===== src/rtl/cflow_pkg.sv =====
package cflow_pkg;

  // Chain phase: a sample slot alternates with a zero slot
  typedef enum logic {
    PH_SAMPLE = 1'b0,
    PH_GAP    = 1'b1
  } phase_e;

  // Result width: full product plus growth from summing K products
  function automatic int acc_width(input int dw, input int k);
    return 2 * dw + $clog2(k);
  endfunction

endpackage


===== src/rtl/cflow_ctl.sv =====
module cflow_ctl #(
  parameter int K = 3
) (
  input  logic clk,
  input  logic rst_n,
  input  logic in_valid,
  output logic in_ready,
  output logic out_valid,
  input  logic out_ready,
  output logic take,
  output logic step
);
  import cflow_pkg::*;

  localparam int FW = $clog2(K + 1);
  localparam logic [FW-1:0] FILL_MAX = FW'(K - 1);

  phase_e          phase_q;
  logic [FW-1:0]   fill_q;
  logic            ov_q;
  logic            gap_step;

  assign in_ready  = (phase_q == PH_SAMPLE);
  assign take      = in_ready && in_valid;
  assign gap_step  = (phase_q == PH_GAP) && (!ov_q || out_ready);
  assign step      = take || gap_step;
  assign out_valid = ov_q;

  always_ff @(posedge clk) begin
    if (!rst_n) begin
      phase_q <= PH_SAMPLE;
      fill_q  <= '0;
      ov_q    <= 1'b0;
    end else if (take) begin
      phase_q <= PH_GAP;
      ov_q    <= (fill_q == FILL_MAX);
      if (fill_q != FILL_MAX) fill_q <= fill_q + 1'b1;
    end else if (gap_step) begin
      phase_q <= PH_SAMPLE;
      ov_q    <= 1'b0;
    end
  end

endmodule


===== src/rtl/cflow_coef_bank.sv =====
module cflow_coef_bank #(
  parameter int DW = 8,
  parameter int K  = 3,
  parameter int IW = 2
) (
  input  logic                 clk,
  input  logic                 rst_n,
  input  logic                 we,
  input  logic [IW-1:0]        idx,
  input  logic signed [DW-1:0] data,
  output logic signed [DW-1:0] coef [K]
);

  logic signed [DW-1:0] coef_q [K];

  always_ff @(posedge clk) begin
    if (!rst_n) begin
      for (int k = 0; k < K; k++) coef_q[k] <= '0;
    end else if (we) begin
      for (int k = 0; k < K; k++)
        if (idx == IW'(k)) coef_q[k] <= data;
    end
  end

  assign coef = coef_q;

endmodule


===== src/rtl/cflow_cell.sv =====
module cflow_cell #(
  parameter int DW = 8,
  parameter int AW = 18
) (
  input  logic                 clk,
  input  logic                 rst_n,
  input  logic                 step,
  input  logic signed [DW-1:0] w,
  input  logic signed [DW-1:0] x_in,
  input  logic signed [AW-1:0] y_in,
  output logic signed [DW-1:0] x_out,
  output logic signed [AW-1:0] y_out
);

  logic signed [AW-1:0] prod;
  logic signed [DW-1:0] x_q;
  logic signed [AW-1:0] y_q;

  assign prod = AW'(w) * AW'(x_in);

  always_ff @(posedge clk) begin
    if (!rst_n) begin
      x_q <= '0;
      y_q <= '0;
    end else if (step) begin
      x_q <= x_in;
      y_q <= y_in + prod;
    end
  end

  assign x_out = x_q;
  assign y_out = y_q;

endmodule


===== src/rtl/cflow_fir.sv =====
module cflow_fir #(
  parameter  int DW = 8,
  parameter  int K  = 3,
  localparam int AW = cflow_pkg::acc_width(DW, K),
  localparam int IW = (K > 1) ? $clog2(K) : 1
) (
  input  logic                 clk,
  input  logic                 rst_n,
  input  logic                 coef_we,
  input  logic [IW-1:0]        coef_idx,
  input  logic signed [DW-1:0] coef_data,
  input  logic                 in_valid,
  output logic                 in_ready,
  input  logic signed [DW-1:0] in_data,
  output logic                 out_valid,
  input  logic                 out_ready,
  output logic signed [AW-1:0] out_data
);

  logic                 take;
  logic                 step;
  logic signed [DW-1:0] coef   [K];
  logic signed [DW-1:0] x_link [K+1];
  logic signed [AW-1:0] y_link [K+1];
  logic                 unused_x_tail;

  cflow_ctl #(.K(K)) u_ctl (
    .clk       (clk),
    .rst_n     (rst_n),
    .in_valid  (in_valid),
    .in_ready  (in_ready),
    .out_valid (out_valid),
    .out_ready (out_ready),
    .take      (take),
    .step      (step)
  );

  cflow_coef_bank #(.DW(DW), .K(K), .IW(IW)) u_bank (
    .clk   (clk),
    .rst_n (rst_n),
    .we    (coef_we),
    .idx   (coef_idx),
    .data  (coef_data),
    .coef  (coef)
  );

  // The zero slot enters whenever the chain steps without a sample
  assign x_link[0] = take ? in_data : '0;
  assign y_link[K] = '0;

  // Cell p holds coefficient K-1-p: the far cell meets a sum first,
  // pairing it with the oldest sample of its window
  for (genvar p = 0; p < K; p++) begin : g_cell
    cflow_cell #(.DW(DW), .AW(AW)) u_cell (
      .clk   (clk),
      .rst_n (rst_n),
      .step  (step),
      .w     (coef[K-1-p]),
      .x_in  (x_link[p]),
      .y_in  (y_link[p+1]),
      .x_out (x_link[p+1]),
      .y_out (y_link[p])
    );
  end

  assign unused_x_tail = ^x_link[K];
  assign out_data      = y_link[0];

endmodule


===== config.mk =====
export PLATFORM = sky130hd
export DESIGN_NAME = cflow_fir
export DESIGN_NICKNAME = d
export VERILOG_FILES = /design/src/rtl/cflow_pkg.sv /design/src/rtl/cflow_ctl.sv /design/src/rtl/cflow_coef_bank.sv /design/src/rtl/cflow_cell.sv /design/src/rtl/cflow_fir.sv
export SDC_FILE = /design/constraint.sdc
export NUM_CORES = 1
export LEC_CHECK = 0
export BUFFER_PORTS_ARGS = -buffer_cell sky130_fd_sc_hd__buf_2
export CORE_MARGIN = 4
export CORE_UTILIZATION = 50
export DETAILED_ROUTE_END_ITERATION = 8
export PLACE_DENSITY_LB_ADDON = 0.3
export RECOVER_POWER = 25
export REMOVE_ABC_BUFFERS = 1
export SLEW_MARGIN = 20
export SYNTH_ARGS = -nofsm -noshare
export SYNTH_HDL_FRONTEND = slang
export SYNTH_HIERARCHICAL = 1
export SYNTH_SLANG_ARGS = --single-unit

===== constraint.sdc =====
create_clock -name clk -period 6.15 [get_ports clk]
set_input_delay 1.23 -clock clk [delete_from_list [all_inputs] [get_ports clk]]
set_output_delay 1.23 -clock clk [all_outputs]
set_load 0.02 [all_outputs]

Word level (Yosys, flattened, before mapping). Cells that the tools add are included. W data, S select, Z words.

Input port bits: 23. Flip-flop bits (word level): 98. Output and inout bits: 20. Word-level logic and storage cells: 37.

Bitwise operators: 1. Equality and inequality tests: 4. Add/subtract/negate cells: 3. Mux-type cells: 4. Reduce and logical (&&, ||, !) cells: 11. Multiply operators: 3.

Operator list (number): $mul A8 B8 Y16 (3); $add A18 B18 Y18 (2); $mux W8 (1); $reduce_and A2 Y1 (4); $eq A2 B2 Y1 const B (2); $mux W1 (3); $add A2 B1 Y2 const B (1); $eq A2 B1 Y1 const B (1); $logic_and A1 B1 Y1 (2); $logic_not A2 Y1 (1); $logic_or A1 B1 Y1 (2); $ne A2 B2 Y1 const B (1); $reduce_bool A2 Y1 (1); $logic_not A1 Y1 (1); $not A1 Y1 (1).

Longest topological paths before layout. Gate-level depths: netlist of run 1.

Depth in word-level cells: 5. Depth in mapped cells: 21. Gate-level depth less buffers: 20.

By module. Netlist of run 1, hierarchy kept.

Modules (own cells, without submodules): cflow_cell (g_cell[1].u_cell) (sequential area each 520.5 um^2, instances 1, area each 4209.0 um^2, cells each 437); cflow_cell (g_cell[2].u_cell) (sequential area each 520.5 um^2, instances 1, area each 4192.8 um^2, cells each 435); cflow_cell (g_cell[0].u_cell) (sequential area each 520.5 um^2, instances 1, area each 4075.2 um^2, cells each 420); cflow_coef_bank (sequential area each 480.5 um^2, instances 1, area each 899.6 um^2, cells each 89); cflow_ctl (sequential area each 80.1 um^2, instances 1, area each 220.2 um^2, cells each 23); cflow_fir (sequential area each 0.0 um^2, instances 1, area each 53.8 um^2, cells each 9).

Worst setup path before layout of run 1. No wires, ideal clock.

Path kind: input to register. Start point: input port in_valid. End point: register g_cell[0].u_cell.y_q[17]. Buffers on the path: 1. Data arrival time: 5897 ps. Path slack: 119 ps. Setup time: 134 ps. Stages: 19. Data required time: 6016 ps. Cells stage by stage: nand2b_1 -> inv_1 -> and2_1 -> clkbuf_1 -> and2_1 -> inv_1 -> fa_1 -> inv_1 -> fa_1 -> fa_1 -> fa_1 -> fa_1 -> ha_1 -> o21ai_0 -> o211ai_1 -> nand3_1 -> o21ai_1 -> xnor2_1 -> a21oi_1.

RTL lines: start: declaration (line cflow_fir.sv:12) `input logic in_valid,`; end signal: assignment (line cflow_cell.sv:27) `y_q <= y_in + prod;`; end: declaration (line cflow_cell.sv:17) `logic signed [AW-1:0] y_q;`.

==> results of run 1 <==
-- placed cells by master (no fill, tap or decap), drive strengths merged, types with 11 or more instances in the layout --
master / count
o21ai: 31
nand2: 133
a21o: 13
a21oi: 34
mux2i: 69
nor2: 75
inv: 279
conb: 18
ha: 127
clkbuf: 12
xnor2: 40
and2: 106
dfxtp: 98
fa: 240
xor2: 11
buf: 62
-- where the power goes --
part           switching, mW  internal [mW]  total (mW)  leakage [nW]
Sequential            0.0496          0.680       0.730         0.802
Combinational          0.335          0.250       0.585          6.78
Clock                  0.292          0.329       0.621         0.154
Total                  0.677           1.26        1.94          7.73
-- area by class of cell --
type	count	area (um2)	share of cell area, %
repair buffers	65	374.1	2.593
clock buffers	9	225.2	1.561
flip-flops and latches	98	1962	13.60
well taps	335	419.2	2.905
multi-input cells	998	10300	71.40
inverters	279	1047	7.258
clock inverters	7	98.84	0.6851
-- through the flow --
| step | area, um2 | std cells | power [mW] | TNS [ns] | hold WS, ns |
|---|---|---|---|---|---|
| floorplan | 13300 | 1375 | 1.178 | 0 | 0.4370 |
| global placement | 14110 | 1775 | 1.320 | 0 | 0.4343 |
| detailed placement | 14110 | 1775 | 1.334 | 0 | 0.4498 |
| CTS | 14430 | 1791 | 1.957 | 0 | 0.4689 |
| global route | 14430 | 1791 | 2.081 | -0.01323 | 0.4949 |
| finish | 14430 | 1791 | 1.936 | 0 | 0.4599 |
-- timing repair --
item / in CTS / in global routing
resized for setup: 0 / 2
setup endpoints to repair: 0 / 5
buffers inserted: 0 / 0
-- state kept, by name, summed over array words and instances (netlist names) --
name and flops:
g_cell.u_cell/y_out 54, g_cell.u_cell/x_out 16, u_ctl/out_valid 1, u_ctl/phase_q 1, u_ctl/fill_q 2, u_bank/coef 24
-- tightest hold or removal path, stage by stage (launching register included) --
cell and delay (ns):
dfxtp_1 0.33, nand2_1 0.04, o21ai_0 0.06
-- final timing paths --
| kind | start | endpoint | slack [ns] | depth (start not counted) |
|---|---|---|---|---|
| max | in_valid | g_cell[0].u_cell/y_out[17] | 0.37 | 19 |
| min | g_cell[0].u_cell/y_out[16] | g_cell[0].u_cell/y_out[16] | 0.46 | 2 |
| max reg2reg | u_ctl/phase_q | g_cell[0].u_cell/y_out[17] | 0.87 | 18 |
| min reg2reg | g_cell[0].u_cell/y_out[16] | g_cell[0].u_cell/y_out[16] | 0.46 | 2 |
-- layer usage --
metal / share of wire [%] / vias up / wire length [um]
met1: 46 / 4610 / 12130
met4: 1.6 / 0 / 418
met5: 0 / - / 0
li1: - / 4416 / -
met3: 2.9 / 30 / 762
met2: 49 / 129 / 13020
==> flow_summary.yaml, run 1 <==
global_route:
  grt_busiest_layer: "met2"
  grtUsageTotal_pct: 19.92
  grt_use_met3_pct: 2.781
  grt_pass1_wl_um: 47750
  use_met1_pct: 26.84
  grt_pass1_vias: 10040
  grt_max_degree: 50
  grt_use_met2_pct: 34.60
  grt.overflow.total: 0
  antenna_found_initial: 0
placed_design:
  pre_cts_ws_ns: 0.03072
  hpwlAfterDp_um: 21740
  gp_congestion: 0.8500
  port_buffers: 42
routing:
  drt_iter0_drc: 472
  ant_nets: 0
  drc: 0
  wl_per_cell_um: 14.70
  vias: 9185
  routed_wl_um: 26330
  drt_pass1_iterations: 4
  post_drt_via_cell_ratio: 5.128
clock_tree:
  cts_buffers: 9
  clk_latency_ns: 0.36
  htree_levels: 3
  hold_buffers: 0
  cts_tree: "done"
  path_clk_slew_ns: 0.08
  clockBufferDepth: 2
  cts-root-buf: "clkbuf_16"
  cts.sinks: 98
synthesis:
  synth_cells: 1389
  yosysWarningCount: 6
  mappedNetlistArea_um2: 13380
  synth.avg_cell_area_um2: 9.633
cells_and_area:
  syn2layout_area_growth_pct: 7.836
  diodes: 0
  drive_above_1_share_pct: 6.937
  nNetsFinal: 1841
  fillers: 2326
  final_core_util_pct: 55.06
die:
  start_util_pct: 51.06
  io-pin-count: 43
  std_cell_rows: 59
  dieWidth_um: 171.6
  die_h_um: 171.6
  core_um2: 26210
  dieArea_um2: 29440
setup_path:
  end_kind: "flop"
  cp_num_buf_inv: 4
  worstSetupStartpointType: "input port"
  crit_slowest_cell: "fa_1"
  worst_ep_arrival_time_ns: 6.00
  crit_chain: "buf_2, nand2b_1, inv_1, and2_1, and2_1, inv_1, fa_1, inv_1, fa_1, fa_1, fa_1, fa_1, ha_1, o21ai_0, o211ai_1, nand3_1, o21ai_1, xnor2_1, a21oi_1"
  required_ns: 6.37
  cp_common_cell: "fa_1"
  critPathMaxStageDelay_ns: 0.58
  critPathTopFamily: "adder cells"
  crit_path_max_fanout: 8
  critPathKind: "in2reg"
job:
  max-cap-violations: 1
sta:
  worst_slew_pin_slew_ns: 1.929
  timing.final.crit_share_pct: 94.03
  hold_viol_final: 0
  setup_viol: 0
  maxSlewViolCount: 41
  grt_setup_unrepaired: "yes"
  max_freq_mhz: 172.9
  layout_setup_ws_ns: 0.3671
  slew_headroom_pct: -28.63
  post-route-min-period_ns: 5.783
  finClkSkew_ns: 0.01471
pwr:
  p_per_area_nw_per_um2: 134.2
  peakVddDrop_mv: 0.1288
  p_leak_nw: 7.731
hold_path:
  min_path_type: "reg2reg"
run_status:
  violations: "max-capacitance violations, max-slew violations"
  outcome: "finished, violations left"
(Power assumes the default switching activity.)
==> run 2: changes to the inputs <==
==> constraint.sdc (replaced) <==
create_clock -name clk -period 6.15 [get_ports clk]
set_input_delay 0.9225 -clock clk [delete_from_list [all_inputs] [get_ports clk]]
set_output_delay 0.9225 -clock clk [all_outputs]
set_load 0.02 [all_outputs]
==> flow_summary.yaml, run 2 (synthesis gave the netlist of run 1 again) <==
global_route:
  grt.overflow.total: 0
  use_met1_pct: 26.85
  grt_max_degree: 57
  grt_use_met3_pct: 2.183
  grt_busiest_layer: "met2"
  grt_pass1_wl_um: 47960
  grt_use_met2_pct: 34.34
  grt_pass1_vias: 10210
  antenna_found_initial: 1
  grtUsageTotal_pct: 19.93
die:
  die_h_um: 171.6
  core_um2: 26210
  io-pin-count: 43
  dieArea_um2: 29440
  dieWidth_um: 171.6
  std_cell_rows: 59
  start_util_pct: 51.06
hold_path:
  min_path_type: "reg2reg"
  hp-start: "g_cell[2].u_cell/y_out[17]"
  hold_path_end: "g_cell[2].u_cell/y_out[17]"
  hold_depth: 2
routing:
  ant_nets: 0
  vias: 9247
  wl_per_cell_um: 14.72
  drc: 0
  drt_pass1_iterations: 5
  routed_wl_um: 26180
  drt_iter0_drc: 416
  post_drt_via_cell_ratio: 5.198
clock_tree:
  clk_latency_ns: 0.36
  cts_tree: "done"
  htree_levels: 3
  ctsResizeCount: 0
  path_clk_slew_ns: 0.07
  cts-root-buf: "clkbuf_16"
  cts_buffers: 9
  hold_buffers: 0
  cts_setup_buffers: 0
  cts.sinks: 98
  clockBufferDepth: 2
sta:
  slew_headroom_pct: -5.778
  setup_viol: 0
  post-route-min-period_ns: 5.723
  fin_tns_setup_ns: 0
  hold_viol_final: 0
  grt_setup_unrepaired: "no"
  timing.final.crit_share_pct: 93.06
  layout_setup_ws_ns: 0.4268
  maxSlewViolCount: 36
  worst_slew_pin_slew_ns: 1.587
  max_freq_mhz: 174.7
  whs_ns: 0.4604
  finClkSkew_ns: 0.01495
pwr:
  peakVddDrop_mv: 0.1359
  pwr-share-seq_pct: 38.2
  p_switching_mw: 0.6633
  swShare_pct: 34.69
  p_per_area_nw_per_um2: 133.6
  clock_power_share_pct: 31.8
  pwr-share-comb_pct: 30.0
  p_leak_nw: 7.627
  p_int_mw: 1.249
setup_path:
  worst_ep_arrival_time_ns: 5.96
  r2r_cells: 16
  end_kind: "flop"
  r2r_setup_slack_ns: 0.62
  worstSetupStartpointType: "input port"
  crit_path_max_fanout: 9
  timing.rr.end: "g_cell[0].u_cell/y_out[14]"
  required_ns: 6.39
  r2r-start: "u_ctl/phase_q"
  critPathKind: "in2reg"
run_status:
  violations: "max-capacitance violations, max-slew violations"
  outcome: "finished, violations left"
cells_and_area:
  final_common_cell: "inv_1"
  diodes: 0
  drive_above_1_share_pct: 5.332
  nNetsFinal: 1829
  mostFrequentLayoutCells: "inv_1, fa_1, nand2_1, ha_1, and2_1"
  largest_register_ffs: 54
  final_core_util_pct: 54.63
  syn2layout_area_growth_pct: 7.004
job:
  max-cap-violations: 1
placed_design:
  port_buffers: 42
  hpwlAfterDp_um: 21620
  gp_congestion: 0.8721
  pre_cts_ws_ns: 0.1339
[run 2: changes by cell type in the layout (fill, tap and decap cells not counted), sizes merged]
cell      before  now
buf           62   39
clkbuf        12   23
clkinvlp       1    0
inv          279  280
[run 2: worst max-delay path, cell delays in order]
cell and delay (ns):
buf_2 0.12, nand2b_1 0.12, inv_1 0.21, and2_1 0.36, nand2_1 0.13, fa_1 0.65, fa_1 0.58, inv_1 0.05
fa_1 0.50, fa_1 0.49, ha_1 0.30, ha_1 0.35, a2111oi_0 0.45, o21ai_1 0.23, a31oi_1 0.25, xor2_1 0.16
o21ai_0 0.08
[run 2: power by group through the flow]
stage | logic (mW) | clock network (mW) | registers [mW]
6_report | 0.573 | 0.609 | 0.731
5_1_grt | 0.671 | 0.649 | 0.739
4_1_cts | 0.584 | 0.628 | 0.731
3_5_place_dp | 0.579 | 0 | 0.745
3_3_place_gp | 0.565 | 0 | 0.745
2_1_floorplan | 0.434 | 0 | 0.745
[run 2: layout make-up]
cell class              count  area, um2
fillers                  2363      11890
multi-input cells         998      10300
flip-flops and latches     98       1962
inverters                 279       1047
well taps                 335      419.2
repair buffers             53      275.3
clock buffers               9      225.2
clock inverters             7      92.59
[run 2: through the flow]
step | std cells | total power [mW] | area, um2
after global placement | 1763 | 1.310 | 14020
final | 1779 | 1.912 | 14320
after floorplan | 1375 | 1.178 | 13300
after CTS | 1779 | 1.943 | 14340
after global routing | 1779 | 2.060 | 14320
after detailed placement | 1763 | 1.324 | 14020
[run 2: per-layer routing]
metal  routed length, um  share of wire [%]  vias up
met4                 641                2.4        2
met3                 923                3.5       39
met2               12860                 49      170
met1               11740                 45     4648
li1                    -                  -     4388
met5                  12              0.046        -
[run 2: worst max path at each step]
| stage | start | endpoint | slack, ns |
|---|---|---|---|
| 3_3_place_gp | in_valid | g_cell[0].u_cell/y_out[17] | 0.27 |
| 3_5_place_dp | in_valid | g_cell[0].u_cell/y_out[14] | 0.13 |
| 5_1_grt | in_valid | g_cell[0].u_cell/y_out[14] | 0.14 |
| 6_report | in_valid | g_cell[0].u_cell/y_out[14] | 0.43 |
| 2_1_floorplan | in_valid | g_cell[0].u_cell/y_out[17] | 0.43 |
| 4_1_cts | in_valid | g_cell[0].u_cell/y_out[16] | 0.45 |
==> run 3: changes to the inputs <==
--- a/config.mk
+++ b/config.mk
@@ -6,7 +6,7 @@
 export NUM_CORES = 1
 export LEC_CHECK = 0
 export BUFFER_PORTS_ARGS = -buffer_cell sky130_fd_sc_hd__buf_2
-export CORE_MARGIN = 4
+export CORE_MARGIN = 3
 export CORE_UTILIZATION = 50
 export DETAILED_ROUTE_END_ITERATION = 8
 export PLACE_DENSITY_LB_ADDON = 0.3
==> flow_summary.yaml, run 3 (synthesis gave the netlist of run 1 again) <==
die:
  dieArea_um2: 28760
  dieWidth_um: 169.6
  start_util_pct: 51.06
  io-pin-count: 43
  core_um2: 26210
  die_h_um: 169.6
  std_cell_rows: 59
routing:
  vias: 9160
  wl_met2_um: 12860
  drc: 0
  wl_per_cell_um: 14.58
  ant_nets: 0
  routed_wl_um: 25950
  highest_layer: "met4"
  post_drt_via_cell_ratio: 5.149
  m1WireLength_um: 11950
  met3_length_um: 699
  drt_iter0_drc: 456
  drt_pass1_iterations: 5
setup_path:
  crit_path_max_fanout: 9
  crit_chain: "buf_2, nand2b_1, inv_1, and2_1, and2_1, inv_1, fa_1, inv_1, fa_1, fa_1, fa_1, fa_1, ha_1, o21ai_0, o211ai_1, nand3_1, o21ai_1, xnor2_1, a21oi_1"
  cp_num_buf_inv: 4
  cp_common_cell: "fa_1"
  required_ns: 6.35
  critPathTopFamily: "adder cells"
  crit_slowest_cell: "fa_1"
  critPathMaxStageDelay_ns: 0.58
  end_kind: "flop"
  worst_ep_arrival_time_ns: 5.88
  critPathKind: "in2reg"
  worstSetupStartpointType: "input port"
clock_tree:
  clk_latency_ns: 0.36
  cts.sinks: 98
  ctsResizeCount: 0
  cts_tree: "done"
  cts-root-buf: "clkbuf_16"
  path_clk_slew_ns: 0.07
  hold_buffers: 0
  cts_setup_buffers: 0
  clockBufferDepth: 2
  cts_buffers: 9
  htree_levels: 3
placed_design:
  hpwlAfterDp_um: 21360
  postPlaceCellArea_um2: 14020
  gp_congestion: 0.8615
  port_buffers: 42
sta:
  timing.final.crit_share_pct: 92.24
  setup_viol: 0
  slew_headroom_pct: -8.725
  grt_setup_unrepaired: "no"
  maxSlewViolCount: 36
  max_freq_mhz: 176.3
  post-route-min-period_ns: 5.672
  finClkSkew_ns: 0.01489
  fin_tns_setup_ns: 0
  worst_slew_pin_slew_ns: 1.631
  hold_viol_final: 0
global_route:
  grt_pass1_wl_um: 47280
  grt.overflow.total: 0
  grtUsageTotal_pct: 20.03
  grt_pass1_vias: 10000
  antenna_found_initial: 0
  grt_max_degree: 54
pwr:
  p_switching_mw: 0.6649
  swShare_pct: 34.77
  peakVddDrop_mv: 0.1375
  totalPowerFinal_mw: 1.912
  p_int_mw: 1.247
  pwr-share-comb_pct: 29.8
  pwr-share-seq_pct: 38.2
  p_leak_nw: 7.595
  p_per_area_nw_per_um2: 133.7
  clock_power_share_pct: 32.0
hold_path:
  min_path_type: "reg2reg"
cells_and_area:
  diodes: 0
  largest_register_ffs: 54
  drive_above_1_share_pct: 4.778
  nNetsFinal: 1829
  fillers: 2359
  mostFrequentLayoutCells: "inv_1, fa_1, nand2_1, ha_1, and2_1"
  design_area_um2: 14310
  final_common_cell: "inv_1"
  syn2layout_area_growth_pct: 6.920
run_status:
  violations: "max-capacitance violations, max-slew violations"
  outcome: "finished, violations left"
job:
  max-cap-violations: 1
-- run 3: cell types whose count changed in the layout (fill, tap and decap cells not counted) --
cell	delta
buf_2	-7
buf_4	-1
clkbuf_1	+8
clkinv_4	-1
clkinvlp_4	+1
inv_6	-1
inv_8	+1
-- run 3: path summary, 6_finish.rpt --
kind,endpoint,from,slack (ns),cells past startpoint
setup / recovery,g_cell[0].u_cell/y_out[17],in_valid,0.48,19
hold / removal,g_cell[0].u_cell/y_out[14],g_cell[0].u_cell/y_out[14],0.46,2
setup reg to reg,g_cell[0].u_cell/y_out[17],u_ctl/phase_q,0.67,18
hold reg to reg,g_cell[0].u_cell/y_out[14],g_cell[0].u_cell/y_out[14],0.46,2
-- run 3: worst min-delay path: cells and delay by family, from the launching register on --
| family | cells | cell delay, ns |
|---|---|---|
| compound gates | 1 | 0.05 |
| flops | 1 | 0.33 |
| simple gates | 1 | 0.04 |
-- run 3: final cells by class --
class	instances	area [um2]	share of cell area, %
multi-input cells	998	10300	71.97
flip-flops and latches	98	1962	13.71
well taps	335	419.2	2.930
clock buffers	9	225.2	1.574
inverters	279	1047	7.320
repair buffers	53	262.8	1.837
clock inverters	7	93.84	0.6559
-- run 3: power groups by stage --
stage | registers (mW) | clock network (mW) | logic [mW]
final | 0.731 | 0.613 | 0.569
after floorplan | 0.745 | 0 | 0.434
after detailed placement | 0.745 | 0 | 0.578
after global placement | 0.744 | 0 | 0.565
after global routing | 0.739 | 0.649 | 0.668
after CTS | 0.731 | 0.632 | 0.582
-- run 3: layer usage --
metal	vias up	global-route usage (%)
li1	4390	-
met1	4619	27.05
met2	123	34.79
met3	28	2.469
met4	0	4.445
met5	-	0
-- run 3: metrics by stage --
stage                     util, %  hold slack, ns  std cells  setup WS [ns]
final                       54.59          0.4606       1779         0.4775
after global routing        54.59          0.4806       1779         0.1943
after CTS                   54.71          0.4627       1779         0.5117
after detailed placement    53.49          0.4445       1763         0.1386
after global placement      53.49          0.4354       1763         0.2344
after floorplan                 -          0.4370       1375         0.4274
